### src/rtl/irq_comb_pkg.sv
package irq_comb_pkg;

   // Number of single-bit sources that follow the channel groups.
   localparam int unsigned MISC_SRCS = 4;

   // Position of each single-bit source inside the vector, relative to its base.
   localparam int unsigned OFS_STAT = 0;
   localparam int unsigned OFS_HOST = 1;
   localparam int unsigned OFS_LINK = 2;
   localparam int unsigned OFS_CMD  = 3;

   function automatic int unsigned vec_width(int unsigned n_tx, int unsigned n_rx);
      return n_tx + n_rx + MISC_SRCS;
   endfunction

   function automatic int unsigned rx_base(int unsigned n_tx);
      return n_tx;
   endfunction

   function automatic int unsigned misc_base(int unsigned n_tx, int unsigned n_rx);
      return n_tx + n_rx;
   endfunction

endpackage

### src/rtl/irq_src_capture.sv
module irq_src_capture
   import irq_comb_pkg::*;
#(
   parameter int unsigned NUM_TX = 8,
   parameter int unsigned NUM_RX = 8,
   localparam int unsigned VEC_W = vec_width(NUM_TX, NUM_RX)
) (
   input  logic              clk,
   input  logic              rst_n,
   input  logic [NUM_TX-1:0] tx_pend_i,
   input  logic [NUM_RX-1:0] rx_pend_i,
   input  logic              stat_pend_i,
   input  logic              host_pend_i,
   input  logic              link_chg_i,
   input  logic              cmd_done_i,
   output logic              any_now_o,
   output logic [VEC_W-1:0]  vec_q_o
);

   localparam int unsigned RXB = rx_base(NUM_TX);
   localparam int unsigned MSB = misc_base(NUM_TX, NUM_RX);

   logic [VEC_W-1:0] vec_d;

   // Place every channel group at its base, one bit per channel.
   for (genvar t = 0; t < NUM_TX; t++) begin : g_tx
      assign vec_d[t] = tx_pend_i[t];
   end
   for (genvar r = 0; r < NUM_RX; r++) begin : g_rx
      assign vec_d[RXB + r] = rx_pend_i[r];
   end
   assign vec_d[MSB + OFS_STAT] = stat_pend_i;
   assign vec_d[MSB + OFS_HOST] = host_pend_i;
   assign vec_d[MSB + OFS_LINK] = link_chg_i;
   assign vec_d[MSB + OFS_CMD]  = cmd_done_i;

   assign any_now_o = |vec_d;

   always_ff @(posedge clk or negedge rst_n) begin
      if (!rst_n) vec_q_o <= '0;
      else        vec_q_o <= vec_d;
   end

endmodule

### src/rtl/irq_pace_timer.sv
module irq_pace_timer #(
   parameter int unsigned CNT_W   = 16,
   parameter bit          PACE_EN = 1'b1
) (
   input  logic             clk,
   input  logic             rst_n,
   input  logic             load_i,
   input  logic [CNT_W-1:0] load_val_i,
   output logic             idle_o
);

   if (PACE_EN) begin : g_timer
      logic [CNT_W-1:0] cnt_q;

      always_ff @(posedge clk or negedge rst_n) begin
         if (!rst_n)               cnt_q <= '0;
         else if (load_i)          cnt_q <= load_val_i;
         else if (cnt_q != '0)     cnt_q <= cnt_q - 1'b1;
      end

      assign idle_o = (cnt_q == '0);
   end else begin : g_no_timer
      logic unused_in;
      assign unused_in = load_i ^ (^load_val_i) ^ clk ^ rst_n;
      assign idle_o    = 1'b1;
   end

endmodule

### src/rtl/irq_out_gate.sv
module irq_out_gate (
   input  logic clk,
   input  logic rst_n,
   input  logic any_i,
   input  logic en_i,
   input  logic idle_i,
   output logic rise_o,
   output logic irq_o
);

   logic irq_q;
   logic irq_d;

   // A line already high is held by gate and sources alone; a low line needs the timer idle.
   assign irq_d  = any_i & en_i & (irq_q | idle_i);
   assign rise_o = irq_d & ~irq_q;

   always_ff @(posedge clk or negedge rst_n) begin
      if (!rst_n) irq_q <= 1'b0;
      else        irq_q <= irq_d;
   end

   assign irq_o = irq_q;

endmodule

### src/rtl/irq_pace_combiner.sv
module irq_pace_combiner
   import irq_comb_pkg::*;
#(
   parameter int unsigned NUM_TX  = 8,
   parameter int unsigned NUM_RX  = 8,
   parameter int unsigned CNT_W   = 16,
   parameter bit          PACE_EN = 1'b1,
   localparam int unsigned VEC_W  = vec_width(NUM_TX, NUM_RX)
) (
   input  logic              clk,
   input  logic              rst_n,
   input  logic [NUM_TX-1:0] tx_pend_i,
   input  logic [NUM_RX-1:0] rx_pend_i,
   input  logic              stat_pend_i,
   input  logic              host_pend_i,
   input  logic              link_chg_i,
   input  logic              cmd_done_i,
   input  logic              gate_en_i,
   input  logic [CNT_W-1:0]  pace_count_i,
   output logic              irq_o,
   output logic [VEC_W-1:0]  vector_o
);

   if (NUM_TX < 1 || NUM_TX > 64) begin : g_bad_tx
      $error("irq_pace_combiner: NUM_TX must be 1..64");
   end
   if (NUM_RX < 1 || NUM_RX > 64) begin : g_bad_rx
      $error("irq_pace_combiner: NUM_RX must be 1..64");
   end
   if (CNT_W < 1 || CNT_W > 32) begin : g_bad_cnt
      $error("irq_pace_combiner: CNT_W must be 1..32");
   end

   logic any_now;
   logic pace_idle;
   logic out_rise;

   irq_src_capture #(
      .NUM_TX (NUM_TX),
      .NUM_RX (NUM_RX)
   ) u_capture (
      .clk         (clk),
      .rst_n       (rst_n),
      .tx_pend_i   (tx_pend_i),
      .rx_pend_i   (rx_pend_i),
      .stat_pend_i (stat_pend_i),
      .host_pend_i (host_pend_i),
      .link_chg_i  (link_chg_i),
      .cmd_done_i  (cmd_done_i),
      .any_now_o   (any_now),
      .vec_q_o     (vector_o)
   );

   irq_pace_timer #(
      .CNT_W   (CNT_W),
      .PACE_EN (PACE_EN)
   ) u_timer (
      .clk        (clk),
      .rst_n      (rst_n),
      .load_i     (out_rise),
      .load_val_i (pace_count_i),
      .idle_o     (pace_idle)
   );

   irq_out_gate u_gate (
      .clk    (clk),
      .rst_n  (rst_n),
      .any_i  (any_now),
      .en_i   (gate_en_i),
      .idle_i (pace_idle),
      .rise_o (out_rise),
      .irq_o  (irq_o)
   );

endmodule

### config.mk
export PLATFORM = sky130hd
export DESIGN_NAME = irq_pace_combiner
export DESIGN_NICKNAME = d
export VERILOG_FILES = /design/src/rtl/irq_comb_pkg.sv /design/src/rtl/irq_src_capture.sv /design/src/rtl/irq_pace_timer.sv /design/src/rtl/irq_out_gate.sv /design/src/rtl/irq_pace_combiner.sv
export SDC_FILE = /design/constraint.sdc
export NUM_CORES = 1
export LEC_CHECK = 0
export ABC_CLOCK_PERIOD_IN_PS = 1700
export BUFFER_PORTS_ARGS = -buffer_cell sky130_fd_sc_hd__buf_4
export CAP_MARGIN = 20
export CORE_UTILIZATION = 43
export DETAILED_ROUTE_END_ITERATION = 16
export PLACE_DENSITY = 0.72
export SYNTH_ARGS = -nofsm -noshare
export SYNTH_HDL_FRONTEND = slang
export SYNTH_SLANG_ARGS = --single-unit
export TNS_END_PERCENT = 20
### constraint.sdc
create_clock -name clk -period 1.7 [get_ports clk]
set_input_delay 0.085 -clock clk [delete_from_list [all_inputs] [get_ports clk]]
set_output_delay 0.085 -clock clk [all_outputs]
set_load 0.01 [all_outputs]
* After elaboration in Yosys (flattened, before gate mapping)
Index checks and enable logic that the tools add are counted.
** Storage, ports and cells
- Flip-flop bits (word level) :: 37
- Input port bits :: 39
- Output and inout bits :: 21
- Word-level logic and storage cells :: 15
** Operators by class
- Bitwise gates (word level) :: 5
- Multiplexer cells :: 2
- Reduce and logical (&&, ||, !) cells :: 4
- $add $sub $neg :: 1
** Operators with widths (count)
- two-way mux 16 bit :: 2
- OR reduction 20 bit :: 1
- logical NOT 16 bit :: 1
- nonzero test 16 bit :: 1
- subtractor 16 x 1 -> 16 bit, second input constant :: 1
- AND 1 bit :: 3
- nonzero test 2 bit :: 1
- inverter 1 bit :: 1
- OR 1 bit :: 1

* Logic depth before layout (Yosys ltp)
Gate-level depths: netlist (run 1).
- Depth after elaboration :: 5
- Mapped depth :: 8
- Depth with buffers taken out :: 7

* By module
From an unflattened synthesis (run 1), not the netlist that was laid out.
** Unflattened totals
- Cells, all modules :: 134
- Area, all modules :: 1594.0 um2
** By module, submodules not included
- irq_pace_timer :: seq. area each 400.4 um2, times used 1, cells an instance 104, area an instance 1006.0 um2
- irq_src_capture :: seq. area each 500.5 um2, times used 1, cells an instance 27, area an instance 543.0 um2
- irq_out_gate :: seq. area each 25.0 um2, times used 1, cells an instance 3, area an instance 45.0 um2

* Worst setup path after synthesis (run 1)
OpenSTA, ideal clock, no wires.
- Path kind :: reg-to-reg
- Start point :: reg u_timer.g_timer.cnt_q[4]
- End point :: reg u_timer.g_timer.cnt_q[10]
- Data arrival time :: 1724 ps
- Required time :: 1574 ps
- Path buffers :: 0
- Setup slack :: -150 ps
- Library setup time :: 126 ps
- Cell stages (with the launch flop) :: 4
- Clock period less this slack :: 1850 ps
- Path through :: dfrtp_1 -> or4_4 -> or4_4 -> a221o_1
** On the way
- Longest elaborated chain between the ends :: 5
- Elaborated cells on any way between the ends :: 9
- Classes of those cells :: add/sub: 1; mux: 2; bitwise: 3; reduce/logical: 3
** RTL lines
- start, declared :: line irq_pace_timer.sv:13 : logic [CNT_W-1:0] cnt_q;
- start signal, assigned :: line irq_pace_timer.sv:17 : else if (load_i) cnt_q <= load_val_i;
- start signal, assigned :: line irq_pace_timer.sv:18 : else if (cnt_q != '0) cnt_q <= cnt_q - 1'b1;
- branches (longest 5 deep; another with subtractor 16 x 1 -> 16 bit)
Several ways; the timed one is not identified. The select of a mux whose other input is x is not followed.
A chain may end at the register's enable or synchronous reset.

* Worst setup path after layout (run 1)
- Start point :: reg u_timer.g_timer.cnt_q[5]
- End point :: reg u_timer.g_timer.cnt_q[10]
The elaborated chain is that of the path after synthesis.

==> metrics, run 1 <==
internal power summed over all cells 1.63 mW; Synth Net Count between 150 and 200; outcome finished with violations; final critical-path required period between 1.5 and 2 ns; Net Switching a little over 0.8 mW; worst skew pair latency 0.37 ns; Fin Clk Skew 0.0114 ns; via density per instance about 5.3; Clk pin slew, worst setup/hold paths 0.13 ns; Worst EP arrival ~2 ns; max-capacitance violation count 0; Sum Neg Setup Slack -0.442 ns; fraction of final layout cells with drive strength greater than 1 a little under half; proportion of synthesized flip-flops having asynchronous set or reset 100%; count of flip-flops with a built-in enable after synthesis 0; height of the die ~61 µm; Worst Slack Setup Final -0.111 ns; leakage power of the design between 1 and 1.5 nW; number of standard-cell rows in the floorplan 21; Filler Cell Count 202; setup repair after global routing missed its margin true; post-layout net count slightly above 300; power density over the cells between 800 and 900 nW/µm²; Most used DFF post-synth sky130_fd_sc_hd__dfrtp_1; number of H-tree branching levels 2; met2 capacity usage during global routing between 50% and 60%; Worst setup SP type register; Syn Std Cell Area around 1500 µm²; starting utilization of the core area about 45%; biggest fanout along the worst timing path 3; critical path required time ~2.0 ns; half-perimeter wire length after detailed placement 2950 µm; core area 3360 µm²; part of the total power dissipated in combinational logic between 30% and 40%; slew of the pin with the lowest slew margin 0.493 ns; worst vdd rail ir drop 0.747 mV; post-DR wirelength/cell roughly 16 µm; horizontal die dimension between 60 and 70 µm; final-report max-slew violation count 0; fmax around 550 MHz; initial antenna violation count 0; power share of the clock group about a fifth; Global Route Usage Sum between 20% and 30%; clock tree from TritonCTS done; number of top-level pins 60; dominant cell type by area after synthesis sky130_fd_sc_hd__dfrtp_1; Final setup viols 10; Yosys warnings 0; Max Buffers Root-to-Sink 2; GR peak layer met2; failing checks setup timing; count leader, synth sky130_fd_sc_hd__dfrtp_1; switching share of total power between 30 and 40%; antenna cells 0; final weighted congestion of routability-driven global placement roughly 0.83; class of the tightest hold or removal check in -> reg; met1 Track Usage GR between 30% and 40%; antenna violation net count after detailed routing 0; sequential-to-total area share from yosys stat between 60% and 70%; pin count of the biggest net entering global routing 38; Gate Count Post-Synth 130; number of distinct library cell variants in the gate-level netlist after synthesis 32; CTS root buffer sky130_fd_sc_hd__clkbuf_4; TritonCTS sink count 37; Setup CP Type reg -> reg; area growth from synthesis to layout 82.6%; Design Power 2.46 mW; Pre-antenna DRT Iters 4; DRC violations left 0; via count between 1500 and 2000; share of power burned in registers between 40% and 50%; area of the die between 3000 and 4000 µm²; CTS buffer count 5; via count of the first global-routing pass ~1600; sort of element at the end of the critical path register; post-synth top area share about three fifths; first-pass GRT wire length between 7000 and 8000 µm; final hold slack around 0.0075 ns; final number of hold-violating endpoints 0; initial DRC count 97; cells taking the most area after synthesis sky130_fd_sc_hd__dfrtp_1, sky130_fd_sc_hd__nand3_1, sky130_fd_sc_hd__nor4_1; fraction of met3 tracks used by global routing between 5 and 6%; average instance area after synthesis roughly 12 µm²; share of the clock period used by the worst path 107%; remaining global-route overflow 0; flops & latches, synth 37; total wirelength of the detailed-routed design slightly above 5000 µm; cell types with the highest counts after synthesis sky130_fd_sc_hd__dfrtp_1, sky130_fd_sc_hd__nand3_1, sky130_fd_sc_hd__nor4_1, sky130_fd_sc_hd__nand2_1, sky130_fd_sc_hd__nor3_1; Port Buffer Count 59; worst relative slew slack about two thirds
[kinds of logic (layout without fill, tap and decap cells)]
| kind of cell | Yosys count | after routing | synth area share [%] |
|---|---|---|---|
| AND/OR/NAND/NOR | 54 | 55 | 20.1 |
| adder cells (fa/ha/maj) | 2 | 2 | 1.66 |
| flip-flops | 37 | 37 | 61.3 |
| XOR/XNOR | 7 | 7 | 4.06 |
| AO/OA/AOI/OAI | 24 | 24 | 11.3 |
| buffers and inverters | 6 | 137 | 1.66 |
[repair_timing]
item | 4_1_cts | 5_1_grt
pin swaps | 1 | 6
gates cloned | 1 | 0
endpoints found under the setup margin | 15 | 16
buffers inserted | 1 | 4
gates resized for setup | 6 | 17
endpoints found under the hold margin | 71 | 0
hold buffers | 35 | 0
[worst paths after layout]
kind                                                start                        end  slack [ns]  cells past startpoint
max in group asynchronous                           rst_n   u_timer.g_timer.cnt_q[4]        1.13                      2
min in group asynchronous                           rst_n   u_timer.g_timer.cnt_q[9]        0.21                      2
worst max register to register   u_timer.g_timer.cnt_q[5]  u_timer.g_timer.cnt_q[10]       -0.11                      3
worst max-delay path             u_timer.g_timer.cnt_q[5]  u_timer.g_timer.cnt_q[10]       -0.11                      3
worst min register to register  u_timer.g_timer.cnt_q[10]  u_timer.g_timer.cnt_q[10]        0.64                      2
worst min-delay path                      pace_count_i[3]   u_timer.g_timer.cnt_q[3]       0.008                      3
[power by group through the flow]
stage	clock network, mW	logic (mW)	registers (mW)
detailed placement	0	0.643	1.12
CTS	0.480	0.756	1.11
global placement	0	0.620	1.11
finish	0.492	0.830	1.14
global route	0.537	0.894	1.15
floorplan	0	0.233	1.16
[routing by layer]
metal | vias up | wire length, µm
met3 | 12 | 238
met4 | 0 | 104
met2 | 63 | 2760
met5 | - | 0
li1 | 756 | -
met1 | 809 | 1970
[cell type report]
class                           instances  area, µm²  share of cell area [%]
Tap cell                               46       57.6                    2.09
Clock buffer                            5       37.5                    1.36
Sequential cell                        37        927                    33.6
Multi-Input combinational cell         88        661                    23.9
Clock inverter                          3       21.3                   0.771
Inverter                                2       7.51                   0.272
Timing Repair Buffer                  127       1050                    38.0
[state kept, by name, indices dropped and copies added (netlist names)]
| name | flops |
|---|---|
| u_gate.irq_o | 1 |
| u_timer.g_timer.cnt_q | 16 |
| u_capture.vec_q_o | 20 |
[placed cells by master (no fill, tap or decap), drive strengths merged, types with 3 or more instances in the layout]
master | netlist | final
clkbuf | 2 | 5
xnor2 | 3 | 3
nor3 | 7 | 7
a21oi | 4 | 4
nor2 | 6 | 6
a221o | 3 | 3
and2 | 3 | 3
dfrtp | 37 | 37
nand2 | 7 | 7
xor2 | 4 | 4
nand3 | 13 | 13
nor4 | 11 | 11
or4 | 3 | 3
dlygate4sd3 | 0 | 35
buf | 2 | 92
inv | 2 | 3
o21ai | 5 | 5
[metrics by stage]
step / cell area (µm²) / setup WS, ns / util (%) / cells
after floorplan: 1520 / -0.0539 / - / 130
after global placement: 2210 / -0.0624 / 65.7 / 259
after detailed placement: 2210 / -0.157 / 65.7 / 259
after CTS: 2670 / -0.0855 / 79.3 / 304
after global routing: 2760 / -0.170 / 82.1 / 308
final: 2760 / -0.111 / 82.1 / 308
[critical path, cell delays in order, from the launching register on]
cell and delay [ns]:
sky130_fd_sc_hd__dfrtp_1 0.44, sky130_fd_sc_hd__or4_4 0.53, sky130_fd_sc_hd__or4_4 0.43, sky130_fd_sc_hd__a221o_1 0.30
(Power assumes the default switching activity.)
==> inputs of run 2 (changes only) <==
--- a/config.mk
+++ b/config.mk
@@ -8,6 +8,7 @@
 export ABC_CLOCK_PERIOD_IN_PS = 1700
 export BUFFER_PORTS_ARGS = -buffer_cell sky130_fd_sc_hd__buf_4
 export CAP_MARGIN = 20
+export CORE_MARGIN = 4
 export CORE_UTILIZATION = 43
 export DETAILED_ROUTE_END_ITERATION = 16
 export PLACE_DENSITY = 0.72
==> run 2 against run 1 <==
- the flow still finishes with violations (setup timing)
- via count fell by 2.3%
- clock skew fell by 0.0016 ns
- clock power barely moved
- fmax rose by 1.0%
- combinational power rose by 6.3%
- utilization rose by 1.2 points
- sequential power barely moved
- critical path type unchanged
- largest cell class unchanged
- highest routed layer unchanged
==> metrics, run 2 (synthesis gave the netlist of run 1 again) <==
antenna cells 0; final number of hold-violating endpoints 0; delay of the slowest critical-path stage between 0.4 and 0.5 ns; reg-to-reg setup timing slack -0.09 ns; TritonCTS sink count 37; fraction of met3 tracks used by global routing under 10%; fraction of final layout cells with drive strength greater than 1 49.2%; antenna violation net count after detailed routing 0; total area of multi-input combinational cells ~680 µm²; horizontal die dimension 67.3 µm; critical path cell sequence or4_4, or4_4, a221o_1; initial DRC count 70; via count of the first global-routing pass 1700; area growth from synthesis to layout 85.3%; top library cells by usage in the layout, fill and taps aside sky130_fd_sc_hd__buf_4, sky130_fd_sc_hd__dfrtp_1, sky130_fd_sc_hd__dlygate4sd3_1; top register by number of flip-flops u_capture.vec_q_o; Setup CP Type reg -> reg; Worst EP arrival roughly 2 ns; area of the die 4530 µm²; worst skew pair latency about 0.36 ns; starting utilization of the core area between 40% and 50%; share of the clock period used by the worst path 105%; Max Buffers Root-to-Sink 2; total wirelength of the detailed-routed design 5100 µm; final critical-path required period between 1.5 and 2 ns; Filler Cell Count ~200; Sum Neg Setup Slack -0.153 ns; final non-filler cell total slightly above 300; most common library cell in the layout ignoring fill and taps sky130_fd_sc_hd__buf_4; fmax ~560 MHz; first-pass GRT wire length 7560 µm; critical path required time between 1.5 and 2 ns; Sequential Area 927 µm²; CTS buffer count 5; failing checks setup timing; DRC violations left 0; clock tree from TritonCTS done; Fin Clk Skew roughly 0.0097 ns; CTS root buffer sky130_fd_sc_hd__clkbuf_4; critical register-to-register path startpoint u_timer.g_timer.cnt_q[4]; met2 capacity usage during global routing 41.8%; power density over the cells about 890 nW/µm²; Final setup viols 4; Port Buffer Count 59; GR peak layer met2; biggest fanout along the worst timing path 4; number of standard-cell rows in the floorplan 21; Worst Slack Setup Final -0.0929 ns; setup repair after global routing missed its margin true; outcome finished with violations; number of top-level pins 60; core area ~3400 µm²; Critical R2R Capture u_timer.g_timer.cnt_q[10]; post-DR wirelength/cell 16.5 µm; hold worst-path end u_timer.g_timer.cnt_q[4]; class of the tightest hold or removal check in -> reg; Cells after DPL 263; Worst setup SP type register; library cell contributing the largest single delay on the critical path sky130_fd_sc_hd__or4_4; worst vdd rail ir drop a little under 0.8 mV; worst r2r path cells 3; initial antenna violation count 0; leakage power of the design ~1.2 nW; post-layout net count between 300 and 400; height of the die between 60 and 70 µm; Pre-antenna DRT Iters 4; worst relative slew slack just under 70%; number of H-tree branching levels 2; hold depth 3; remaining global-route overflow 0; via density per instance between 5 and 6; via count approximately 1600; hold path startpoint pace_count_i[4]; start point of the critical path u_timer.g_timer.cnt_q[4]; most frequent CP cell sky130_fd_sc_hd__or4_4; max-capacitance violation count 0; slew of the pin with the lowest slew margin between 0.4 and 0.5 ns; final weighted congestion of routability-driven global placement ~0.90; pin count of the biggest net entering global routing 38; half-perimeter wire length after detailed placement just over 3000 µm; met1 Track Usage GR between 20% and 30%; Global Route Usage Sum between 20% and 30%; number of flip-flops in the largest register 20; final-report max-slew violation count 0; Clk pin slew, worst setup/hold paths around 0.12 ns; sort of element at the end of the critical path register
==> run 2: how the worst max path moves through the flow <==
stage / end / cells past startpoint
after floorplan: u_timer.g_timer.cnt_q[10] / 3
after global placement: u_timer.g_timer.cnt_q[4] / 6
after detailed placement: u_timer.g_timer.cnt_q[3] / 7
after CTS: u_timer.g_timer.cnt_q[10] / 3
after global routing: u_timer.g_timer.cnt_q[10] / 6
final: u_timer.g_timer.cnt_q[10] / 3
==> run 2: power breakdown <==
| group | switching, mW | leakage, nW | total (mW) | internal [mW] |
|---|---|---|---|---|
| combinational | 0.385 | 0.782 | 0.882 | 0.497 |
| sequential | 0.117 | 0.429 | 1.12 | 1.00 |
| clock | 0.332 | 0.0352 | 0.495 | 0.164 |
==> run 2: routing by layer <==
layer,up-vias,part of all wire (%)
met2,57,54
met1,774,37
li1,750,-
met5,-,0
met4,0,3.7
met3,21,4.9
==> run 2: critical path, delay by kind of cell (launching register included) <==
family,cells,cell delay (ns)
AND/OR/NAND/NOR,2,0.92
AO/OA/AOI/OAI,1,0.30
flip-flops,1,0.46
==> run 2: metrics by stage <==
step | hold WS (ns) | total power [mW] | instance area, µm² | worst slack (ns) | util, %
floorplan | -0.211 | 1.39 | 1520 | -0.0539 | -
global placement | 0.0607 | 1.76 | 2240 | -0.0285 | 66.6
detailed placement | 0.0694 | 1.79 | 2240 | -0.0955 | 66.6
CTS | 0.0120 | 2.34 | 2660 | -0.0691 | 79.1
global route | 0.0130 | 2.64 | 2800 | -0.144 | 83.3
finish | 0.0188 | 2.50 | 2800 | -0.0929 | 83.3
==> run 2: final cells by class <==
class | instances | area share [%]
Clock buffer | 5 | 1.34
Multi-Input combinational cell | 88 | 24.3
Sequential cell | 37 | 33.1
Clock inverter | 3 | 0.804
Timing Repair Buffer | 129 | 38.1
Tap cell | 46 | 2.05
Inverter | 2 | 0.268
==> run 2: timing repair <==
item	CTS	global route
buffers inserted	1	2
cloned	0	1
hold buffers	35	0
setup endpoints to repair	14	17
pin swaps	1	6
hold endpoints to repair	71	0
gates resized for setup	2	27
